[src/rtl/xpc_pkg.sv]
package xpc_pkg;
    // Matrix geometry shared by design and checker
    localparam int COLS       = 8;
    localparam int BANK_ROWS  = 6;
    localparam int BANKS      = 2;
    localparam int ROWS       = BANK_ROWS * BANKS;
    localparam int COL_W      = $clog2(COLS);
    localparam int OFF_W      = $clog2(BANK_ROWS);
    localparam int ROW_CODE_W = OFF_W + $clog2(BANKS);
    localparam int CELLS      = COLS * ROWS;

    // Row code that selects physical row r: bank in the upper bits, offset below
    function automatic int code_of_row(input int r);
        return ((r / BANK_ROWS) << OFF_W) | (r % BANK_ROWS);
    endfunction
endpackage

[src/rtl/xpc_sampler.sv]
// Multi-stage sampler: carries a bundle of control inputs through STAGES
// flops so that all bits arrive together. It assumes the inputs may be
// asynchronous to clk. Synchronous active-low reset clears every stage.
module xpc_sampler #(
    parameter int W      = 1,
    parameter int STAGES = 2
) (
    input  logic         clk,
    input  logic         rst_n,
    input  logic [W-1:0] d,
    output logic [W-1:0] q
);
    logic [W-1:0] stage [STAGES];

    generate
        for (genvar s = 0; s < STAGES; s++) begin : g_stage
            // Purpose: shift the bundle one stage toward the output
            always_ff @(posedge clk) begin
                if (!rst_n) stage[s] <= '0;
                else        stage[s] <= (s == 0) ? d : stage[(s == 0) ? 0 : s-1];
            end
        end
    endgenerate

    assign q = stage[STAGES-1];
endmodule

[src/rtl/xpc_decode.sv]
// Address decoder: turns column index and row code into a one-hot cell
// select qualified by the strobe. Row codes whose in-bank offset is beyond
// BANK_ROWS, or whose bank is beyond BANKS, select nothing.
module xpc_decode #(
    parameter int COLS       = xpc_pkg::COLS,
    parameter int ROWS       = xpc_pkg::ROWS,
    parameter int COL_W      = xpc_pkg::COL_W,
    parameter int ROW_CODE_W = xpc_pkg::ROW_CODE_W
) (
    input  logic                  stb,
    input  logic [COL_W-1:0]      col,
    input  logic [ROW_CODE_W-1:0] row,
    output logic [COLS*ROWS-1:0]  sel
);
    generate
        for (genvar c = 0; c < COLS; c++) begin : g_col
            for (genvar r = 0; r < ROWS; r++) begin : g_row
                localparam logic [COL_W-1:0]      C_IDX  = COL_W'(c);
                localparam logic [ROW_CODE_W-1:0] R_CODE = ROW_CODE_W'(xpc_pkg::code_of_row(r));
                // Purpose: match this crosspoint's address under the strobe
                assign sel[c*ROWS + r] = stb && (col == C_IDX) && (row == R_CODE);
            end
        end
    endgenerate
endmodule

[src/rtl/xpc_cells.sv]
// Cell store: one bit per crosspoint. A selected cell loads the shared data
// bit every cycle its select is high, which is the clocked form of a
// transparent latch. Clear beats any select. It assumes a one-hot-or-zero select.
module xpc_cells #(
    parameter int CELLS = xpc_pkg::CELLS
) (
    input  logic             clk,
    input  logic             rst_n,
    input  logic             clr,
    input  logic             dat,
    input  logic [CELLS-1:0] sel,
    output logic [CELLS-1:0] q
);
    generate
        for (genvar i = 0; i < CELLS; i++) begin : g_cell
            // Purpose: hold, clear or load one crosspoint bit
            always_ff @(posedge clk) begin
                if (!rst_n)      q[i] <= 1'b0;
                else if (clr)    q[i] <= 1'b0;
                else if (sel[i]) q[i] <= dat;
            end
        end
    endgenerate
endmodule

[src/rtl/xpoint_ctrl_mem.sv]
// Crosspoint control memory top. It samples clear, strobe, data and address
// together, decodes the address, and updates the cell store. It assumes
// address and data are held around the strobe edges for longer than the
// sampler latency. The output is the cell store itself.
module xpoint_ctrl_mem #(
    parameter int COLS        = xpc_pkg::COLS,
    parameter int ROWS        = xpc_pkg::ROWS,
    parameter int COL_W       = xpc_pkg::COL_W,
    parameter int ROW_CODE_W  = xpc_pkg::ROW_CODE_W,
    parameter int SYNC_STAGES = 2
) (
    input  logic                  clk,
    input  logic                  rst_n,
    input  logic                  clr_in,
    input  logic                  stb_in,
    input  logic                  data_in,
    input  logic [COL_W-1:0]      col_sel,
    input  logic [ROW_CODE_W-1:0] row_code,
    output logic [COLS*ROWS-1:0]  sw_en
);
    localparam int CELLS = COLS * ROWS;
    localparam int BUS_W = 3 + COL_W + ROW_CODE_W;

    logic                  clr_q, stb_q, dat_q;
    logic [COL_W-1:0]      col_q;
    logic [ROW_CODE_W-1:0] row_q;
    logic [CELLS-1:0]      wr_sel;

    xpc_sampler #(.W(BUS_W), .STAGES(SYNC_STAGES)) u_samp (
        .clk   (clk),
        .rst_n (rst_n),
        .d     ({clr_in, stb_in, data_in, col_sel, row_code}),
        .q     ({clr_q, stb_q, dat_q, col_q, row_q})
    );

    xpc_decode #(.COLS(COLS), .ROWS(ROWS), .COL_W(COL_W), .ROW_CODE_W(ROW_CODE_W)) u_dec (
        .stb (stb_q),
        .col (col_q),
        .row (row_q),
        .sel (wr_sel)
    );

    xpc_cells #(.CELLS(CELLS)) u_cells (
        .clk   (clk),
        .rst_n (rst_n),
        .clr   (clr_q),
        .dat   (dat_q),
        .sel   (wr_sel),
        .q     (sw_en)
    );
endmodule

[config.mk]
export PLATFORM = sky130hd
export DESIGN_NAME = xpoint_ctrl_mem
export DESIGN_NICKNAME = d
export VERILOG_FILES = /design/src/rtl/xpc_pkg.sv /design/src/rtl/xpc_sampler.sv /design/src/rtl/xpc_decode.sv /design/src/rtl/xpc_cells.sv /design/src/rtl/xpoint_ctrl_mem.sv
export SDC_FILE = /design/constraint.sdc
export NUM_CORES = 1
export LEC_CHECK = 0
export BUFFER_PORTS_ARGS = -buffer_cell sky130_fd_sc_hd__buf_2
export CAP_MARGIN = 25
export CORE_MARGIN = 1.5
export CORE_UTILIZATION = 57
export CTS_CLUSTER_DIAMETER = 200
export DETAILED_ROUTE_END_ITERATION = 8
export PLACE_DENSITY = 0.84
export SLEW_MARGIN = 20
export SYNTH_ARGS = -nofsm -noshare
export SYNTH_HDL_FRONTEND = slang
export SYNTH_SLANG_ARGS = --single-unit
[constraint.sdc]
create_clock -name clk -period 2.9 [get_ports clk]
set_clock_uncertainty 0.2 [all_clocks]
set_input_delay 0.435 -clock clk [delete_from_list [all_inputs] [get_ports clk]]
set_output_delay 0.435 -clock clk [all_outputs]
set_load 0.02 [all_outputs]
==> run_results.csv <==
group,metric,value,unit
final_layout,n_antenna_cell,0,
detailed_routing,drc,0,
logic_synthesis,syn-instance-count,488,
final_layout,fillCellCount,551,
worst_setup_path,worst_ep_arrival_time,2.18,ns
detailed_routing,final_wirelength,11.1,mm
global_routing,grt_pass1_vias,3574,
final_layout,regArea,0.00232,mm²
logic_synthesis,postSynth.asyncResetShare,0,%
logic_synthesis,syn_area,0.00468,mm²
floorplanning,chipWidth,93.6,µm
cts,cts_setup_buffers,0,
timing,layout_worst_path_cycle_share,69.0,%
timing,fmaxAchievable,0.499,GHz
timing,hold_viol,0,
floorplanning,rows,32,
detailed_routing,drtIter0Drc,254,
cts,cts.hold.buffers_added,10,
cts,clock_buffers_created_by_tritoncts,17,
logic_synthesis,synth-edff-count,0,
place,gpl.final_weighted_congestion,0.765,
power,vdd_drop_max,0.386,mV
detailed_routing,routed-via-count,3639,
cts,cts_resized,0,
timing,setup_viol,0,
outcome,status,"completed",
worst_setup_path,cp-end-kind,"flop",
logic_synthesis,yosysMostFrequentCell,"sky130_fd_sc_hd__nand2_1",
worst_setup_path,cp_data_required_time,3.08,ns
floorplanning,io_pins,108,
cts,clockBufferDepth,2,
cts,path_clk_slew,0.05,ns
timing,final-max-slew-violation-count,0,
worst_setup_path,worst-path-max-fanout,12,
final_layout,final_layout_size_suffix_gt1_share,25.8,%
detailed_routing,vias_per_cell,5.21,
flow_run,reported_max_cap_violation_count,0,
floorplanning,fp.dieH,93.6,µm
timing,max_slew_margin,55.6,%
cts,clock_tree.htree_level_count,4,
timing,unrepaired_setup_endpoints_after_global_routing,"false",
timing,setup-tns-final,0,ns
floorplanning,design.die.area,0.00876,mm²
logic_synthesis,synth-main-ff-cell,"sky130_fd_sc_hd__dfxtp_1",
timing,tightestPinTransition,0.663,ns
global_routing,pin_count_of_the_biggest_net_entering_global_routing,97,
cts,worstSkewPairLatency,0.51,ns
worst_setup_path,worstSetupStartpointType,"flop",
cts,cts_root_buf,"sky130_fd_sc_hd__clkbuf_8",
global_routing,grt_util_all_layers,26.7,%
floorplanning,core-area,0.00785,mm²
logic_synthesis,synthesis.area_per_instance,9.59,µm²
logic_synthesis,synth.yosys.seq_area_share,49.6,%
detailed_routing,detail_route.first_pass.iterations,4,
final_layout,finish.cell_count_without_fillers,698,
worst_setup_path,crit_type,"reg2reg",
floorplanning,initial_core_util,59.6,%
logic_synthesis,synth_top_area_cell,"sky130_fd_sc_hd__dfxtp_1",
logic_synthesis,synth_top_cell_area_share,49.6,%
global_routing,grt.overflow.total,0,
logic_synthesis,synth_top_cells_by_count,"192 x sky130_fd_sc_hd__nand2_1, 116 x sky130_fd_sc_hd__dfxtp_1, 96 x sky130_fd_sc_hd__mux2i_1",
logic_synthesis,synth_nets,500,
place,place.detailed.hpwl,6.88,mm
final_layout,multi_input_area,0.00213,mm²
power,static-leakage-power,3.01,nW
place,port-buffer-count,107,
logic_synthesis,synth.area.top_cells,"sky130_fd_sc_hd__dfxtp_1 50%, sky130_fd_sc_hd__mux2i_1 21%, sky130_fd_sc_hd__nand2_1 15%",
min_path,hold_path_class,"in2reg",
power,cellPowerDensity,636,mW/mm²
logic_synthesis,synth_seq_cells,116,
cts,clock_tree_from_tritoncts,"built",
timing,final_period_minus_worst_setup_slack,2.00,ns
detailed_routing,wl_per_cell,16.0,µm
place,place.detailed.instances,657,
final_layout,final_nets,596,
cts,cts_num_sinks,116,
global_routing,grt_pass1_wl,17.7,mm
global_routing,grt_antenna_before_repair,0,
logic_synthesis,synth_cell_type_count,16,
logic_synthesis,yosys_warnings,0,
detailed_routing,ant_nets,0,
final_layout,synthToLayoutAreaGrowth,24.4,%
## metal layers
metal	global-route usage (%)	vias to the layer above	part of all wire (%)
li1	-	1776	-
met1	34.1	1717	43
met2	42.1	128	49
met3	6.91	18	6.7
met4	12.8	0	1.7
met5	0	-	0
## layout by cell type, fill, tap and decap left out, types with 2 or more instances in the layout
master / synthesis / final
sky130_fd_sc_hd__clkinv_2: 0 / 2
sky130_fd_sc_hd__and2_1: 20 / 20
sky130_fd_sc_hd__bufinv_16: 0 / 2
sky130_fd_sc_hd__nand2_1: 192 / 192
sky130_fd_sc_hd__dfxtp_1: 116 / 116
sky130_fd_sc_hd__clkinvlp_4: 0 / 3
sky130_fd_sc_hd__nor4b_4: 5 / 5
sky130_fd_sc_hd__dlygate4sd3_1: 0 / 10
sky130_fd_sc_hd__and4bb_2: 8 / 8
sky130_fd_sc_hd__clkbuf_8: 0 / 4
sky130_fd_sc_hd__clkbuf_1: 12 / 3
sky130_fd_sc_hd__mux2i_1: 96 / 96
sky130_fd_sc_hd__buf_12: 0 / 2
sky130_fd_sc_hd__and4b_1: 4 / 4
sky130_fd_sc_hd__clkbuf_16: 0 / 16
sky130_fd_sc_hd__buf_2: 19 / 107
## final cells by class
type                       count  share of cell area (%)
timing repair buffer         119                    11.6
tap                          102                    2.19
sequential                   116                    39.9
multi-input combinational    330                    36.5
clock inverter                 8                    1.74
clock buffer                  23                    8.02
## cells by family after synthesis
kind of cell	share of synthesized area [%]
simple gates	24.8
mux	20.5
flops	49.6
buf+inv	5.08
## worst paths after layout
| check | startpoint | endpoint | slack (ns) | cells past startpoint |
|---|---|---|---|---|
| max reg2reg | u_samp.stage[1][0] | u_cells.q[73] | 0.90 | 3 |
| max | u_samp.stage[1][0] | u_cells.q[73] | 0.90 | 3 |
| min | rst_n | u_samp.stage[0][9] | 0.12 | 2 |
| min reg2reg | u_samp.stage[0][4] | u_samp.stage[1][4] | 0.23 | 1 |
## per-stage QoR
| step | hold WS [ns] | util [%] | setup WS (ns) | instance area, µm² | power [mW] |
|---|---|---|---|---|---|
| finish | 0.121 | 74.2 | 0.898 | 5820 | 3.70 |
| global route | 0.134 | 74.2 | 0.796 | 5820 | 3.80 |
| CTS | 0.104 | 74.2 | 0.919 | 5820 | 3.73 |
| detailed placement | 0.215 | 65.7 | 0.940 | 5150 | 1.75 |
| global placement | 0.216 | 65.7 | 0.983 | 5150 | 1.75 |
| floorplan | 0.206 | - | 1.38 | 4680 | 1.73 |
## critical path, stage by stage, from the launching register on
cell and delay, ns:
sky130_fd_sc_hd__dfxtp_1 0.68, sky130_fd_sc_hd__nor4b_4 0.66, sky130_fd_sc_hd__nand2_1 0.19, sky130_fd_sc_hd__mux2i_1 0.15
## sequential cells by signal, summed over array words and instances (netlist names)
name          cells
u_cells.q        96
u_samp.stage     20
## report_power, final
group | total [mW] | leakage [nW] | internal, mW | switching [mW]
combinational | 0.102 | 1.80 | 0.0404 | 0.0620
clock | 1.97 | 0.270 | 1.28 | 0.690
sequential | 1.63 | 0.938 | 1.61 | 0.0169
(Power assumes the default switching activity.)
